$ cat config.mk
export PLATFORM = sky130hd
export DESIGN_NAME = swirq_prio_top
export DESIGN_NICKNAME = d
export VERILOG_FILES = /design/src/rtl/swirq_pkg.sv /design/src/rtl/swirq_scan.sv /design/src/rtl/swirq_ctrl.sv /design/src/rtl/swirq_dpath.sv /design/src/rtl/swirq_prio_top.sv
export SDC_FILE = /design/constraint.sdc
export NUM_CORES = 1
export LEC_CHECK = 0
export BUFFER_PORTS_ARGS = -buffer_cell sky130_fd_sc_hd__buf_2
export CAP_MARGIN = 20
export CORE_MARGIN = 4
export CORE_UTILIZATION = 45
export CTS_BUF_LIST = sky130_fd_sc_hd__clkbuf_2
export DETAILED_ROUTE_END_ITERATION = 10
export GPL_TIMING_DRIVEN = 0
export PLACE_DENSITY = 0.88
export SYNTH_ARGS = -nofsm -noshare
export SYNTH_HDL_FRONTEND = slang
export SYNTH_SLANG_ARGS = --single-unit
$ cat constraint.sdc
create_clock -name clk -period 6.4 [get_ports clk]
set_input_delay 0.96 -clock clk [delete_from_list [all_inputs] [get_ports clk]]
set_output_delay 0.96 -clock clk [all_outputs]
set_load 0.005 [all_outputs]
$ cat src/rtl/swirq_pkg.sv
package swirq_pkg;

  typedef enum logic [1:0] {
    OP_NONE = 2'b00,
    OP_SET  = 2'b01,
    OP_CLR  = 2'b10,
    OP_WR   = 2'b11
  } swOp_e;

  // Strobes from control to datapath, valid for one cycle.
  typedef struct packed {
    logic opSet;
    logic opClr;
    logic opWr;
    logic timerHit;
    logic idxInstall;
    logic idxRetire;
    logic idxLoad;
  } ctrlStrobe_t;

endpackage

$ cat src/rtl/swirq_scan.sv
module swirq_scan #(
  parameter int LEVELS = 16,
  localparam int LVL_W = $clog2(LEVELS)
) (
  input  logic [LEVELS-1:0] pendVec,
  output logic [LVL_W-1:0]  winLevel,
  output logic              pendAny
);

  // Ascending loop: a later (higher) hit overrides, so the top level wins.
  always_comb begin
    winLevel = '0;
    for (int i = 1; i < LEVELS; i++) begin
      if (pendVec[i]) winLevel = LVL_W'(i);
    end
  end

  assign pendAny = |pendVec[LEVELS-1:1];

endmodule

$ cat src/rtl/swirq_ctrl.sv
module swirq_ctrl
  import swirq_pkg::*;
#(
  parameter int              LEVELS   = 16,
  parameter int              IDX_W    = 8,
  parameter logic [IDX_W-1:0] EXT_BASE = 8'h40,
  localparam int             LVL_W    = $clog2(LEVELS)
) (
  input  logic              clk,
  input  logic              rst,
  input  logic              opValid,
  input  logic [1:0]        opSel,
  input  logic              supervisor,
  input  logic              tickEvt,
  input  logic              stickEvt,
  input  logic              htickEvt,
  input  logic [LEVELS-1:0] extLevel,
  input  logic              coreIdxLoad,
  input  logic              pendAny,
  input  logic [IDX_W-1:0]  idxCur,
  output ctrlStrobe_t       strobe,
  output logic              illegalOp,
  output logic              wakeCore
);

  logic opReq, opOk, inRange, eligible;
  logic [LEVELS-1:1] extPrev;

  assign opReq     = opValid && (swOp_e'(opSel) != OP_NONE);
  assign opOk      = opReq && supervisor;
  assign illegalOp = opReq && !supervisor;

  assign inRange  = (idxCur[IDX_W-1:LVL_W] == EXT_BASE[IDX_W-1:LVL_W]);
  assign eligible = (idxCur == '0) || inRange;

  always_comb begin
    strobe            = '0;
    strobe.opSet      = opOk && (swOp_e'(opSel) == OP_SET);
    strobe.opClr      = opOk && (swOp_e'(opSel) == OP_CLR);
    strobe.opWr       = opOk && (swOp_e'(opSel) == OP_WR);
    strobe.timerHit   = tickEvt || stickEvt || htickEvt;
    strobe.idxLoad    = coreIdxLoad;
    strobe.idxInstall = !coreIdxLoad && pendAny && eligible;
    strobe.idxRetire  = !coreIdxLoad && !pendAny && inRange;
  end

  always_ff @(posedge clk) begin
    if (rst) begin
      extPrev  <= '0;
      wakeCore <= 1'b0;
    end else begin
      extPrev  <= extLevel[LEVELS-1:1];
      wakeCore <= |(extLevel[LEVELS-1:1] & ~extPrev);
    end
  end

  // a core load suppresses both automatic index updates
  a_r12_load_wins: assert property (@(posedge clk) disable iff (rst)
    coreIdxLoad |-> !(strobe.idxInstall || strobe.idxRetire));

  // a refused operation produces no write strobe
  a_r3_no_write_strobe: assert property (@(posedge clk) disable iff (rst)
    illegalOp |-> !(strobe.opSet || strobe.opClr || strobe.opWr));

endmodule

$ cat src/rtl/swirq_dpath.sv
module swirq_dpath
  import swirq_pkg::*;
#(
  parameter int              LEVELS   = 16,
  parameter int              SW_W     = 32,
  parameter int              IDX_W    = 8,
  parameter logic [IDX_W-1:0] EXT_BASE = 8'h40,
  localparam int             LVL_W    = $clog2(LEVELS),
  localparam int             TIMER_LEVEL = LEVELS - 2
) (
  input  logic              clk,
  input  logic              rst,
  input  ctrlStrobe_t       strobe,
  input  logic [SW_W-1:0]   opnd,
  input  logic [LEVELS-1:0] extLevel,
  input  logic [IDX_W-1:0]  coreIdx,
  output logic [SW_W-1:0]   swReg,
  output logic              pendAny,
  output logic [IDX_W-1:0]  trapIdx,
  output logic              hardReq,
  output logic              newIrq
);

  logic [SW_W-1:0]   swNext;
  logic [LEVELS-1:0] pendVec;
  logic [LVL_W-1:0]  winLevel;
  logic [IDX_W-1:0]  newIdx;

  always_comb begin
    swNext = swReg;
    if (strobe.opSet)      swNext = swReg | opnd;
    else if (strobe.opClr) swNext = swReg & ~opnd;
    else if (strobe.opWr)  swNext = opnd;
    if (strobe.timerHit)   swNext[0] = 1'b1;
  end

  always_ff @(posedge clk) begin
    if (rst) swReg <= '0;
    else     swReg <= swNext;
  end

  assign pendVec[0] = 1'b0;
  for (genvar lv = 1; lv < LEVELS; lv++) begin : g_pend
    if (lv == TIMER_LEVEL) begin : g_timer
      assign pendVec[lv] = extLevel[lv] | swReg[lv] | swReg[0];
    end else begin : g_plain
      assign pendVec[lv] = extLevel[lv] | swReg[lv];
    end
  end

  swirq_scan #(.LEVELS(LEVELS)) u_scan (
    .pendVec (pendVec),
    .winLevel(winLevel),
    .pendAny (pendAny)
  );

  assign newIdx = EXT_BASE | {{(IDX_W-LVL_W){1'b0}}, winLevel};

  always_ff @(posedge clk) begin
    if (rst) begin
      trapIdx <= '0;
      hardReq <= 1'b0;
      newIrq  <= 1'b0;
    end else begin
      newIrq <= 1'b0;
      if (strobe.idxLoad) begin
        trapIdx <= coreIdx;
      end else if (strobe.idxInstall) begin
        trapIdx <= newIdx;
        if (newIdx != trapIdx) begin
          newIrq  <= 1'b1;
          hardReq <= 1'b1;
        end
      end else if (strobe.idxRetire) begin
        trapIdx <= '0;
        hardReq <= 1'b0;
      end
    end
  end

  // a timer event leaves the timer bit set
  a_r4_timer_bit: assert property (@(posedge clk) disable iff (rst)
    strobe.timerHit |=> swReg[0]);

  // a fresh index always comes with the request level
  a_r9_pulse_has_req: assert property (@(posedge clk) disable iff (rst)
    newIrq |-> hardReq);

  // an installed index carries a nonzero level
  a_r6_level_nonzero: assert property (@(posedge clk) disable iff (rst)
    strobe.idxInstall |=> (trapIdx[LVL_W-1:0] != '0));

endmodule

$ cat src/rtl/swirq_prio_top.sv
module swirq_prio_top
  import swirq_pkg::*;
#(
  parameter int              LEVELS   = 16,
  parameter int              SW_W     = 32,
  parameter int              OPND_W   = 64,
  parameter int              IDX_W    = 8,
  parameter logic [IDX_W-1:0] EXT_BASE = 8'h40
) (
  input  logic              clk,
  input  logic              rst,
  input  logic [LEVELS-1:0] extLevel,
  input  logic              tickEvt,
  input  logic              stickEvt,
  input  logic              htickEvt,
  input  logic              opValid,
  input  logic [1:0]        opSel,
  input  logic [OPND_W-1:0] opSrcA,
  input  logic [OPND_W-1:0] opSrcB,
  input  logic              supervisor,
  input  logic              coreIdxLoad,
  input  logic [IDX_W-1:0]  coreIdx,
  output logic              illegalOp,
  output logic [SW_W-1:0]   swRead,
  output logic [IDX_W-1:0]  trapIdx,
  output logic              hardReq,
  output logic              newIrq,
  output logic              wakeCore
);

  ctrlStrobe_t     strobe;
  logic            pendAny;
  logic [SW_W-1:0] opnd;

  assign opnd = opSrcA[SW_W-1:0] ^ opSrcB[SW_W-1:0];

  swirq_ctrl #(
    .LEVELS(LEVELS), .IDX_W(IDX_W), .EXT_BASE(EXT_BASE)
  ) u_ctrl (
    .clk        (clk),
    .rst        (rst),
    .opValid    (opValid),
    .opSel      (opSel),
    .supervisor (supervisor),
    .tickEvt    (tickEvt),
    .stickEvt   (stickEvt),
    .htickEvt   (htickEvt),
    .extLevel   (extLevel),
    .coreIdxLoad(coreIdxLoad),
    .pendAny    (pendAny),
    .idxCur     (trapIdx),
    .strobe     (strobe),
    .illegalOp  (illegalOp),
    .wakeCore   (wakeCore)
  );

  swirq_dpath #(
    .LEVELS(LEVELS), .SW_W(SW_W), .IDX_W(IDX_W), .EXT_BASE(EXT_BASE)
  ) u_dpath (
    .clk     (clk),
    .rst     (rst),
    .strobe  (strobe),
    .opnd    (opnd),
    .extLevel(extLevel),
    .coreIdx (coreIdx),
    .swReg   (swRead),
    .pendAny (pendAny),
    .trapIdx (trapIdx),
    .hardReq (hardReq),
    .newIrq  (newIrq)
  );

  // a refused operation with no timer event leaves the register as it was
  a_r3_reg_kept: assert property (@(posedge clk) disable iff (rst)
    (illegalOp && !(tickEvt || stickEvt || htickEvt)) |=> $stable(swRead));

  // the wake pulse lasts one cycle while the lines hold still
  a_r10_single_wake: assert property (@(posedge clk) disable iff (rst)
    (wakeCore && $stable(extLevel)) |=> !wakeCore);

endmodule

* Word level (Yosys, flattened, before mapping)
Cells that the tools add are included.
** Storage, ports and cells
- Register bits after elaboration :: 58
- Input port bits :: 162
- Bits in writable memories :: 0
- Memories kept :: 0
- Output and inout bits :: 44
- Bits in latches :: 0
- Bits in read-only memories :: 0
** Operators by class
- Magnitude comparators :: 0
- Shifts and indexed selects :: 0
- Bitwise logic cells :: 24
- Divide/modulo/power cells :: 0
- Multipliers :: 0
- Mux-type cells :: 26
- Eq/ne operators :: 6
- Reduce and logical (&&, ||, !) cells :: 26
- Add/subtract/negate cells :: 0
** Operators by type and width (count)
- two-way mux 32 bit :: 3
- two-way mux 4 bit :: 14
- AND 32 bit :: 1
- inverter 32 bit :: 1
- OR 32 bit :: 1
- XOR 32 bit :: 1
- OR reduction 15 bit :: 2
- two-way mux 8 bit :: 3
- OR 1 bit :: 16
- AND 15 bit :: 1
- inverter 15 bit :: 1
- logical AND 1 bit :: 10
- logical NOT 8 bit :: 1
- != test 7 x 8 -> 1 bit :: 1
- two-way mux 1 bit :: 6
- nonzero test 3 bit :: 2
- equality test 2 bit (second input constant) :: 2
- equality test 4 x 3 -> 1 bit (second input constant) :: 1
- nonzero test 2 bit :: 2
- nonzero test 4 bit :: 1
- logical NOT 1 bit :: 3
- logical OR 1 bit :: 3
- AND reduction 3 bit :: 1
- OR reduction 3 bit :: 1
- other kinds (3) :: 4

* Logic depth before layout (Yosys ltp)
Gate-level depths: netlist of run 1.
- Depth in word-level cells :: 19
- Gate-level depth with buffers :: 8
- Depth with buffers taken out :: 6

* Modules after synthesis
From an unflattened synthesis of run 1, not the netlist that was laid out.
** Unflattened totals
- Cells, all modules :: 418
- Area total of the unflattened synthesis :: 3271.9 sq um
** By module, submodules not included
- swirq_dpath :: area an instance 2230.9 sq um, instances 1, sequential area each 840.8 sq um, cells an instance 287
- swirq_ctrl :: area an instance 600.6 sq um, instances 1, sequential area each 320.3 sq um, cells an instance 70
- swirq_prio_top :: area an instance 280.3 sq um, instances 1, sequential area each 0.0 sq um, cells an instance 32
- swirq_scan :: area an instance 160.2 sq um, instances 1, sequential area each 0.0 sq um, cells an instance 29

* Least setup slack after synthesis of run 1
OpenSTA, ideal clock, no wires.
- Path kind :: input to register
- Start point :: in extLevel[11]
- End point :: reg u_dpath.hardReq
- Path slack :: 3.696 ns
- Arrival :: 2.571 ns
- Required time :: 6.268 ns
- Cell stages on the path :: 6
- Path buffers :: 0
- Library setup time :: 0.132 ns
- Path through :: or4_4 or4b_1 o21ai_1 a22oi_1 o41ai_2 a21oi_1
** On the way
- Cells in the longest elaborated chain, start to end :: 9
** RTL lines
- start: declaration :: line swirq_prio_top.sv:12 : input logic [LEVELS-1:0] extLevel,
- OR 1 bit (*) :: line swirq_dpath.sv:47 : assign pendVec[lv] = extLevel[lv] | swReg[lv];
- two-way mux 4 bit (5 in a row) :: line swirq_scan.sv:14 : if (pendVec[i]) winLevel = LVL_W'(i);
- != test 7 x 8 -> 1 bit :: line swirq_dpath.sv:70 : if (newIdx != trapIdx) begin
- != test 2 x 1 -> 1 bit (no line)
- AND reduction 3 bit (no line)
- end signal: assignment :: line swirq_dpath.sv:62 : hardReq <= 1'b0;
- end signal: assignment :: line swirq_dpath.sv:72 : hardReq <= 1'b1;
- end signal: assignment :: line swirq_dpath.sv:76 : hardReq <= 1'b0;
- end: declaration :: line swirq_dpath.sv:20 : output logic hardReq,
Mark *: on every way between the ends. The rest lies on a longest branch, timed or not.
A chain may end at the register's enable or synchronous reset.

* Worst setup path in the final report of run 1
- Start point :: in opSel[0]
- End point :: out illegalOp
** On the way
- Cells in the longest elaborated chain, start to end :: 3
** RTL lines
- start: declaration :: line swirq_prio_top.sv:17 : input logic [1:0] opSel,
- nonzero test 2 bit :: line swirq_ctrl.sv:29 : assign opReq = opValid && (swOp_e'(opSel) != OP_NONE);
- logical AND 1 bit :: line swirq_ctrl.sv:29
- logical AND 1 bit :: line swirq_ctrl.sv:31 : assign illegalOp = opReq && !supervisor;
- end: declaration :: line swirq_prio_top.sv:23 : output logic illegalOp,
No other way between the ends.

==> results of run 1 <==
## metrics by stage
stage	power [mW]	setup slack, ns	hold WS, ns	instances
floorplan	0.482	3.70	0.466	342
global placement	0.548	3.42	0.462	556
detailed placement	0.554	3.40	0.477	556
CTS	0.728	3.62	0.501	571
global route	0.766	3.48	0.546	571
finish	0.720	3.61	0.498	571
## flip-flops by register name (all words and copies together), names as in the netlist
register / count
u_dpath.trapIdx: 8
u_ctrl.wakeCore: 1
u_dpath.hardReq: 1
u_ctrl.extPrev: 15
u_dpath.swReg: 32
u_dpath.newIrq: 1
## logic make-up after synthesis
| kind of cell | share of synthesized area |
|---|---|
| AOI/OAI and AO/OA | 0.249 |
| xor gates and xnor gates | 0.102 |
| buffers and inverters | 0.0437 |
| DFF | 0.410 |
| muxes | 0.0110 |
| and+or+nand+nor | 0.185 |
## per-layer routing
metal | wire (microns) | up-vias
met3 | 963 | 14
met1 | 3650 | 1405
met4 | 137 | 0
li1 | - | 1535
met5 | 0 | -
met2 | 3920 | 154
## worst min-delay path: stages (launching register included)
cell	delay [ns]
dfxtp_1	0.34
o21ai_0	0.07
a21oi_1	0.06
## Yosys cell counts (2+ instances only)
cell type  instances
nor2_1            64
dfxtp_1           58
a22oi_1           25
o21ai_0           22
a21oi_1           20
xor2_1            19
clkbuf_1          16
inv_1             16
xnor2_1           14
a211oi_1          10
nand2_1            9
nor4_1             8
nor2b_1            7
o22ai_1            5
a31oi_1            4
and3_1             4
o211ai_1           4
a221oi_1           3
a2111oi_0          2
a222oi_1           2
mux2i_1            2
nor3_1             2
or3_1              2
or4_1              2
or4_4              2
## how the worst max path moves through the flow
stage / from / end / slack, ns / cells past startpoint
floorplan: extLevel[11] / u_dpath.hardReq$_SDFFE_PP0P_ / 3.70 / 6
global placement: extLevel[11] / u_dpath.hardReq$_SDFFE_PP0P_ / 3.42 / 7
detailed placement: extLevel[11] / u_dpath.hardReq$_SDFFE_PP0P_ / 3.40 / 7
CTS: opSel[0] / illegalOp / 3.62 / 5
global route: opSel[0] / illegalOp / 3.48 / 5
finish: opSel[0] / illegalOp / 3.61 / 5
## layout make-up
class	instances	area [sq um]	share of cell area
Buffer	17	63.8	0.0173
Clock buffer	10	50.0	0.0135
Clock inverter	5	22.5	0.00609
Inverter	16	60.1	0.0162
Multi-Input combinational cell	251	1550	0.419
Sequential cell	58	1160	0.314
Tap cell	75	93.8	0.0254
Timing Repair Buffer	139	696	0.188
## power breakdown
part	total [mW]	internal (mW)	switching, mW
Combinational	0.153	0.0728	0.0798
Sequential	0.395	0.380	0.0149
Clock	0.172	0.0464	0.126
==> impl_metrics.env, run 1 <==
export IMPL_antenna_cells=0
export IMPL_grt_antenna_before_repair=0
export IMPL_grt_overflow=0
export IMPL_drc_errors=0
export IMPL_layout_commonest_cell="buf_2"
export IMPL_met3_usage=0.0747
export IMPL_cp_common_cell="buf_2"
export IMPL_viasPerCell=5.44
export IMPL_critPathTopFamily="buffers and inverters"
export IMPL_mostFrequentLayoutCells="buf_2, nor2_1, dfxtp_1"
export IMPL_fillCellCount=568
export IMPL_powerDensity_mw_per_mm2=195
export IMPL_postRouteAntennaNets=0
export IMPL_finalCritPeriodShare=0.435
export IMPL_grt_use_met2=0.356
export IMPL_coreArea_sq_mm=0.00603
export IMPL_synth_main_ff_cell="dfxtp_1"
export IMPL_holdPathStages=2
export IMPL_fin_crit_ns=2.79
export IMPL_clock_skew_ns=0.0236
export IMPL_rrSetupSlack_ns=4.03
export IMPL_hold_end="u_dpath.hardReq$_SDFFE_PP0P_"
export IMPL_grt_max_degree=11
export IMPL_power_leakage_nw=1.70
export IMPL_grt_use_met1=0.285
export IMPL_routed_wl_microns=8670
export IMPL_grt_busiest_layer="met2"
export IMPL_max_stage_delay_ns=0.33
export IMPL_hold_start="u_dpath.hardReq$_SDFFE_PP0P_"
export IMPL_num_vias=3108
export IMPL_cts_buffer_depth=2
export IMPL_reg2regPathDepth=6
export IMPL_fp_dieArea_sq_mm=0.00763
export IMPL_path_clk_slew_ns=0.15
export IMPL_synth_cells=342
export IMPL_cts_setup_buffers=0
export IMPL_portBuffers=139
export IMPL_ys_seq_area_frac=0.410
export IMPL_die_x_microns=87.4
export IMPL_ios=206
export IMPL_syn_area_per_cell_sq_um=8.29
export IMPL_crit_path_max_fanout=10
export IMPL_post_route_util=0.614
export IMPL_grt_total_usage=0.226
export IMPL_cts_buffers=9
export IMPL_setup_violations_final=0
export IMPL_start_kind="input port"
export IMPL_min_path_type="flip-flop to flip-flop"
export IMPL_synth_ff_latch_count=58
export IMPL_outcome="completed"
export IMPL_r2r_start="u_dpath.swReg[11]$_SDFFE_PP0P_"
export IMPL_finalMaxSlewViolations=0
export IMPL_grt_pass1_vias=2954
export IMPL_dr_pass1_iters=4
export IMPL_cap_violations=0
export IMPL_slowest_stage="clkbuf_1"
export IMPL_cts_tree="built"
export IMPL_grt_pass1_wl_microns=13400
export IMPL_relSlewSlack=0.452
export IMPL_r2r_end="u_dpath.hardReq$_SDFFE_PP0P_"
export IMPL_synth_warnings=0
export IMPL_fin_setup_tns_ns=0
export IMPL_rows=28
export IMPL_nets=654
export IMPL_ir_drop_mv=0.114
export IMPL_place_congestion=0.926
export IMPL_detailed_place_hpwl_microns=6880
export IMPL_yosysTopAreaCell="dfxtp_1"
export IMPL_die_h_microns=87.4
export IMPL_worstPathRequired_ns=5.44
export IMPL_path_cells="buf_2, clkbuf_1, nor2_1, nor3b_1, buf_2"
export IMPL_worstPathBufferInverterCount=3
export IMPL_ys_types=45
export IMPL_wl_per_cell_microns=15.2
export IMPL_insertion_delay_ns=0.46
export IMPL_cts_root_buffer="clkbuf_2"
export IMPL_synth_area_leaders="dfxtp_1, nor2_1, a22oi_1, xor2_1, xnor2_1"
export IMPL_cts_sinks=58
export IMPL_postLayoutCellArea_sq_mm=0.00370
export IMPL_grt_setup_unrepaired="false"
export IMPL_synthesis_nets=504
export IMPL_drive_gt1_frac=0.321
export IMPL_synth_edff_count=0
export IMPL_initial_core_util=0.471
export IMPL_netlist_area_leader_share=0.410
export IMPL_synthArstFlopShare=0
export IMPL_worst_pin_slew_ns=0.816
export IMPL_synth_area_sq_mm=0.00284
export IMPL_drtIter0Drc=165
export IMPL_maxClockFrequency_mhz=359
export IMPL_hold_viol_final=0
export IMPL_crit_type="input port to primary output"
export IMPL_end_kind="primary output"
export IMPL_placed_area_sq_mm=0.00362
export IMPL_ctsHoldBuffers=0
export IMPL_cts_resized=0
export IMPL_htreeDepth=3
export IMPL_syn2layout_area_growth_pct=30.4
export IMPL_critical_path_arrival_ns=1.83
(Power assumes the default switching activity.)
==> run 2, diff against run 1 <==
--- a/config.mk
+++ b/config.mk
@@ -8,11 +8,11 @@
 export BUFFER_PORTS_ARGS = -buffer_cell sky130_fd_sc_hd__buf_2
 export CAP_MARGIN = 20
 export CORE_MARGIN = 4
-export CORE_UTILIZATION = 45
+export CORE_UTILIZATION = 38
 export CTS_BUF_LIST = sky130_fd_sc_hd__clkbuf_2
 export DETAILED_ROUTE_END_ITERATION = 10
 export GPL_TIMING_DRIVEN = 0
-export PLACE_DENSITY = 0.88
+export PLACE_DENSITY = 0.79
 export SYNTH_ARGS = -nofsm -noshare
 export SYNTH_HDL_FRONTEND = slang
 export SYNTH_SLANG_ARGS = --single-unit
==> constraint.sdc (replaced) <==
create_clock -name clk -period 2.4 [get_ports clk]
set_input_delay 0.36 -clock clk [delete_from_list [all_inputs] [get_ports clk]]
set_output_delay 0.36 -clock clk [all_outputs]
set_load 0.005 [all_outputs]
==> run 2 against run 1 <==
Against the previous run:
- combinational power increased to 2.7 times the previous value
- routed wire length grew 2.3%
- design area is 3.7% higher
- core utilization fell by 8.5 points
- count of clock-buffer cells in the layout did not move
- non-clock buffer count is 2 higher
- critical path depth is 1 higher
- cell count is 4.7% higher
- first-iteration DRC count is 31% lower
- power grew to 3.0 times the previous value
- register-to-register slack worse by 4.0 ns
- highest routed layer unchanged
==> impl_metrics.env, run 2 (same netlist as run 1, synthesis figures left out) <==
export IMPL_relSlewSlack=0.550
export IMPL_slowest_stage="or4_4"
export IMPL_place_congestion=0.869
export IMPL_detailed_place_hpwl_microns=7030
export IMPL_cts_tree="built"
export IMPL_grt_overflow=0
export IMPL_dr_pass1_iters=4
export IMPL_postRouteAntennaNets=0
export IMPL_drive_gt1_frac=0.343
export IMPL_ir_drop_mv=0.264
export IMPL_holdPathStages=3
export IMPL_layout_commonest_cell="buf_2"
export IMPL_grt_total_usage=0.197
export IMPL_coreArea_sq_mm=0.00725
export IMPL_maxClockFrequency_mhz=417
export IMPL_path_clk_slew_ns=0.17
export IMPL_portBuffers=139
export IMPL_cts_buffers=9
export IMPL_crit_path_max_fanout=6
export IMPL_cts_sinks=58
export IMPL_finalMaxSlewViolations=0
export IMPL_end_kind="flip-flop"
export IMPL_grt_antenna_before_repair=0
export IMPL_num_vias=3101
export IMPL_wl_per_cell_microns=14.8
export IMPL_worst_pin_slew_ns=0.675
export IMPL_hold_viol_final=0
export IMPL_drc_errors=0
export IMPL_nets=656
export IMPL_grt_setup_unrepaired="true"
export IMPL_die_x_microns=94.4
export IMPL_rows=31
export IMPL_initial_core_util=0.391
export IMPL_cts_root_buffer="clkbuf_2"
export IMPL_critical_path_arrival_ns=2.74
export IMPL_largest_register="u_dpath.swReg"
export IMPL_drtIter0Drc=114
export IMPL_rrSetupSlack_ns=0.003
export IMPL_r2r_end="u_dpath.hardReq$_SDFFE_PP0P_"
export IMPL_antenna_cells=0
export IMPL_r2r_start="u_dpath.swReg[11]$_SDFFE_PP0P_"
export IMPL_ios=206
export IMPL_hold_ws_ns=0.114
export IMPL_fillCellCount=730
export IMPL_grt_pass1_vias=2997
export IMPL_grt_pass1_wl_microns=13700
export IMPL_outcome="completed"
export IMPL_fp_dieArea_sq_mm=0.00891
export IMPL_syn2layout_area_growth_pct=35.2
export IMPL_startpoint="u_dpath.swReg[11]$_SDFFE_PP0P_"
export IMPL_viasPerCell=5.19
export IMPL_reg2regPathDepth=6
export IMPL_fin_setup_tns_ns=0
export IMPL_path_cells="or4_4, or4b_4, o21ai_2, a22oi_2, o41ai_2, a21oi_1"
export IMPL_insertion_delay_ns=0.48
export IMPL_clock_skew_ns=0.0309
export IMPL_mostFrequentLayoutCells="buf_2, nor2_1, dfxtp_1"
export IMPL_setup_violations_final=0
export IMPL_min_path_type="input port to flip-flop"
export IMPL_power_leakage_nw=1.74
export IMPL_cap_violations=0
export IMPL_finalCritPeriodShare=0.999
export IMPL_powerDensity_mw_per_mm2=568
export IMPL_cts_buffer_depth=2
export IMPL_crit_type="flip-flop to flip-flop"
export IMPL_largest_register_ffs=32
export IMPL_grt_max_degree=11
export IMPL_power_mw=2.18
export IMPL_htreeDepth=3
export IMPL_fin_crit_ns=2.40
export IMPL_routed_wl_microns=8870
export IMPL_max_stage_delay_ns=0.55
export IMPL_cp_endpoint="u_dpath.hardReq$_SDFFE_PP0P_"
export IMPL_top_regs="u_dpath.swReg x32, u_ctrl.extPrev x15, u_dpath.trapIdx x8"
export IMPL_die_h_microns=94.4
export IMPL_worstPathRequired_ns=2.74
export IMPL_start_kind="flip-flop"
-- run 2: layer usage --
layer	wire length (microns)	share of wire	track usage
met3	714	0.080	0.0486
met1	3830	0.43	0.230
met4	119	0.013	0.0806
met5	0	0	0
met2	4200	0.47	0.345
-- run 2: worst min-delay path by stage --
stage / startpoint / to
after detailed placement: u_dpath.swReg[0]$_SDFFE_PP0P_ / u_dpath.swReg[0]$_SDFFE_PP0P_
after global routing: extLevel[14] / u_ctrl.extPrev[14]$_SDFF_PP0_
after floorplan: u_dpath.swReg[0]$_SDFFE_PP0P_ / u_dpath.swReg[0]$_SDFFE_PP0P_
after CTS: coreIdx[6] / u_dpath.trapIdx[6]$_SDFFE_PP0P_
final: coreIdx[6] / u_dpath.trapIdx[6]$_SDFFE_PP0P_
after global placement: u_dpath.swReg[0]$_SDFFE_PP0P_ / u_dpath.swReg[0]$_SDFFE_PP0P_
-- run 2: layout make-up --
class	instances	area, sq um	area share
well taps	99	124	0.0323
clock inverters	6	81.3	0.0212
inverters	16	60.1	0.0157
repair buffers	141	711	0.185
multi-input cells	251	1570	0.411
flip-flops and latches	58	1170	0.305
plain buffers	17	63.8	0.0166
clock buffers	10	50.0	0.0131
-- run 2: where the power goes --
group | internal [mW] | switching, mW | total (mW)
sequential | 1.01 | 0.0404 | 1.05
combinational | 0.198 | 0.218 | 0.415
clock | 0.343 | 0.365 | 0.707
-- run 2: through the flow --
stage / setup WS [ns] / cell area, sq um / util / instances
2_1_floorplan: 0.275 / 2840 / - / 342
3_3_place_gp: -0.0592 / 3650 / 0.504 / 580
3_5_place_dp: -0.0430 / 3650 / 0.504 / 580
4_1_cts: 0.0173 / 3790 / 0.522 / 596
5_1_grt: -0.0339 / 3830 / 0.529 / 598
6_report: 0.00324 / 3830 / 0.529 / 598
-- run 2: what timing repair did --
| action | CTS | global route |
|---|---|---|
| setup endpoints to repair | 1 | 7 |
| hold endpoints to repair | 0 | 0 |
| buffers inserted | 0 | 2 |
| resized for setup | 0 | 10 |
| hold buffers | 0 | 0 |
| pin swaps | 1 | 3 |
-- run 2: critical path, delay by kind of cell, from the launching register on --
| family | cells | cell delay [ns] |
|---|---|---|
| AND/OR/NAND/NOR | 2 | 1.10 |
| AO/OA/AOI/OAI | 4 | 0.76 |
| flip-flops | 1 | 0.39 |
==> run 3, diff against run 2 <==
--- a/config.mk
+++ b/config.mk
@@ -5,6 +5,7 @@
 export SDC_FILE = /design/constraint.sdc
 export NUM_CORES = 1
 export LEC_CHECK = 0
+export ABC_AREA = 1
 export BUFFER_PORTS_ARGS = -buffer_cell sky130_fd_sc_hd__buf_2
 export CAP_MARGIN = 20
 export CORE_MARGIN = 4
@@ -12,7 +13,7 @@
 export CTS_BUF_LIST = sky130_fd_sc_hd__clkbuf_2
 export DETAILED_ROUTE_END_ITERATION = 10
 export GPL_TIMING_DRIVEN = 0
-export PLACE_DENSITY = 0.79
+export PLACE_DENSITY = 0.78
 export SYNTH_ARGS = -nofsm -noshare
 export SYNTH_HDL_FRONTEND = slang
 export SYNTH_SLANG_ARGS = --single-unit
==> run 3 against run 2 <==
Against the previous run:
- synthesized area increased by 2.9%
- register-to-register slack improved by 0.44 ns
- clock power about the same
- count of clock-buffer cells in the layout decreased by 1
- global-route usage decreased by 0.075 points
- synthesized cell count increased by 19%
- core utilization decreased by 0.39 points
- non-clock buffer count decreased by 4
- design area increased by 0.85%
==> impl_metrics.env, run 3 <==
export IMPL_path_clk_slew_ns=0.18
export IMPL_synthArstFlopShare=0
export IMPL_grt_overflow=0
export IMPL_cts_sinks=58
export IMPL_ios=206
export IMPL_cts_root_buffer="clkbuf_2"
export IMPL_maxClockFrequency_mhz=510
export IMPL_ys_types=32
export IMPL_nets=720
export IMPL_largest_register_ffs=32
export IMPL_intPower_mw=1.53
export IMPL_drtIter0Drc=106
export IMPL_worst_pin_slew_ns=0.567
export IMPL_htreeDepth=3
export IMPL_cts_resized=0
export IMPL_min_path_type="input port to flip-flop"
export IMPL_ctsHoldBuffers=0
export IMPL_drc_errors=0
export IMPL_die_h_microns=95.6
export IMPL_setup_violations_final=0
export IMPL_wl_per_cell_microns=13.2
export IMPL_fillCellCount=755
export IMPL_antenna_cells=0
export IMPL_cts_setup_buffers=0
export IMPL_relSlewSlack=0.622
export IMPL_fin_crit_ns=1.96
export IMPL_outcome="completed"
export IMPL_yosysTopAreaCell="dfxtp_1"
export IMPL_start_kind="flip-flop"
export IMPL_critPathTopFamily="simple AND/OR/NAND/NOR gates"
export IMPL_clkPwrFrac=0.327
export IMPL_max_stage_delay_ns=0.37
export IMPL_routed_wl_microns=8760
export IMPL_pre_cts_ws_ns=0.360
export IMPL_grt_setup_unrepaired="false"
export IMPL_die_x_microns=95.6
export IMPL_cts_tree="built"
export IMPL_path_cells="nor2_1, nand2_1, nor2_1, nand3_1, nor4_4, nand2_1, o21ai_4, nor2_8, a22oi_2, a21oi_1"
export IMPL_p_sw_mw=0.636
export IMPL_worstPathRequired_ns=2.76
export IMPL_viasPerCell=4.80
export IMPL_finalCritPeriodShare=0.817
export IMPL_synthesis_nets=570
export IMPL_portBuffers=139
export IMPL_grt_total_usage=0.197
export IMPL_powerDensity_mw_per_mm2=560
export IMPL_syn2layout_area_growth_pct=32.5
export IMPL_fp_dieArea_sq_mm=0.00914
export IMPL_crit_type="flip-flop to flip-flop"
export IMPL_initial_core_util=0.396
export IMPL_drive_gt1_frac=0.298
export IMPL_postLayoutCellArea_sq_mm=0.00387
export IMPL_top_regs="u_dpath.swReg x32, u_ctrl.extPrev x15, u_dpath.trapIdx x8"
export IMPL_synth_cells=408
export IMPL_synth_area_sq_mm=0.00292
export IMPL_final_cells=662
export IMPL_grt_pass1_wl_microns=14000
export IMPL_cts_buffers=9
export IMPL_num_vias=3175
export IMPL_synth_edff_count=0
export IMPL_p_comb_frac=0.189
export IMPL_cts_buffer_depth=2
export IMPL_placed_area_sq_mm=0.00374
export IMPL_cap_violations=0
export IMPL_grt_pass1_vias=3166
export IMPL_switching_share=0.294
export IMPL_p_seq_frac=0.484
export IMPL_finalMaxSlewViolations=0
export IMPL_layout_commonest_cell="buf_2"
export IMPL_mostFrequentLayoutCells="buf_2, nand2_1, dfxtp_1"
export IMPL_synth_commonest_cells="nand2_1, dfxtp_1, inv_1, nor2_1, a21oi_1"
export IMPL_insertion_delay_ns=0.47
export IMPL_coreArea_sq_mm=0.00737
export IMPL_rrSetupSlack_ns=0.44
export IMPL_clock_skew_ns=0.0198
export IMPL_hold_viol_final=0
export IMPL_critical_path_arrival_ns=2.32
export IMPL_power_leakage_nw=1.89
export IMPL_worstPathBufferInverterCount=0
export IMPL_synth_area_leaders="dfxtp_1, nand2_1, xor2_1, a21oi_1, inv_1"
export IMPL_post_route_util=0.525
export IMPL_slowest_stage="dfxtp_1"
export IMPL_setup_ws_ns=0.440
export IMPL_fin_setup_tns_ns=0
export IMPL_dp_cells=646
export IMPL_power_mw=2.17
export IMPL_grt_antenna_before_repair=0
export IMPL_dr_pass1_iters=4
export IMPL_place_congestion=0.853
export IMPL_synth_ff_latch_count=58
export IMPL_synth_warnings=0
export IMPL_end_kind="flip-flop"
export IMPL_crit_path_max_fanout=8
export IMPL_grt_max_degree=11
export IMPL_syn_area_per_cell_sq_um=7.15
export IMPL_hold_ws_ns=0.109
export IMPL_rows=31
export IMPL_largest_register="u_dpath.swReg"
export IMPL_synth_most_common_cell="nand2_1"
export IMPL_detailed_place_hpwl_microns=7100
export IMPL_ys_seq_area_frac=0.398
export IMPL_ir_drop_mv=0.290
export IMPL_netlist_area_leader_share=0.398
export IMPL_synth_main_ff_cell="dfxtp_1"
export IMPL_postRouteAntennaNets=0
[run 3: cell types whose count changed in the layout (fill, tap and decap cells not counted), moves of 4 or more]
| cell | delta |
|---|---|
| and3_1 | -4 |
| o211ai_1 | -4 |
| a22oi_1 | -24 |
| nor2b_1 | -7 |
| nand3_1 | +23 |
| nor2_1 | -26 |
| nand2_1 | +99 |
| xnor2_1 | -13 |
| a21oi_1 | +15 |
| xor2_1 | +13 |
| inv_1 | +22 |
| a211oi_1 | -8 |
[run 3: path summary, 6_finish.rpt]
path         cells past startpoint                         endpoint                      startpoint
max                             10  u_dpath.trapIdx[3]$_SDFFE_PP0P_   u_dpath.swReg[9]$_SDFFE_PP0P_
min                              3     u_ctrl.extPrev[9]$_SDFF_PP0_                     extLevel[9]
max reg2reg                     10  u_dpath.trapIdx[3]$_SDFFE_PP0P_   u_dpath.swReg[9]$_SDFFE_PP0P_
min reg2reg                      2   u_dpath.swReg[30]$_SDFFE_PP0P_  u_dpath.swReg[30]$_SDFFE_PP0P_
[run 3: power groups by stage]
stage	combinational (mW)	sequential, mW	clock, mW
after floorplan	0.225	1.07	0
after global placement	0.400	1.07	0
after detailed placement	0.410	1.07	0
after CTS	0.412	1.05	0.726
after global routing	0.466	1.06	0.772
final	0.409	1.05	0.707
[run 3: area by class of cell]
| cell class | instances | area (sq um) | area share |
|---|---|---|---|
| Buffer | 15 | 66.3 | 0.0172 |
| Clock buffer | 9 | 45.0 | 0.0117 |
| Clock inverter | 7 | 83.8 | 0.0217 |
| Inverter | 39 | 149 | 0.0385 |
| Multi-Input combinational cell | 296 | 1540 | 0.399 |
| Sequential cell | 58 | 1160 | 0.300 |
| Tap cell | 99 | 124 | 0.0320 |
| Timing Repair Buffer | 139 | 696 | 0.180 |
[run 3: logic make-up (layout without fill, tap and decap cells)]
| family | count (synthesis) | after routing | synth area share |
|---|---|---|---|
| compound gates | 75 | 75 | 0.147 |
| xor+xnor | 33 | 33 | 0.0991 |
| buf+inv | 54 | 209 | 0.0738 |
| flops | 58 | 58 | 0.398 |
| simple gates | 188 | 188 | 0.282 |
[run 3: tightest hold or removal path, stage by stage]
cell and delay [ns]:
buf_2 0.10, inv_1 0.06, nor2_1 0.04
[run 3: per-layer routing]
layer | vias to the layer above | part of all wire | wire length (microns) | track usage
li1 | 1629 | - | - | -
met1 | 1414 | 0.44 | 3890 | 0.251
met2 | 118 | 0.46 | 4060 | 0.313
met3 | 14 | 0.076 | 665 | 0.0529
met4 | 0 | 0.015 | 134 | 0.0806
met5 | - | 0 | 0 | 0
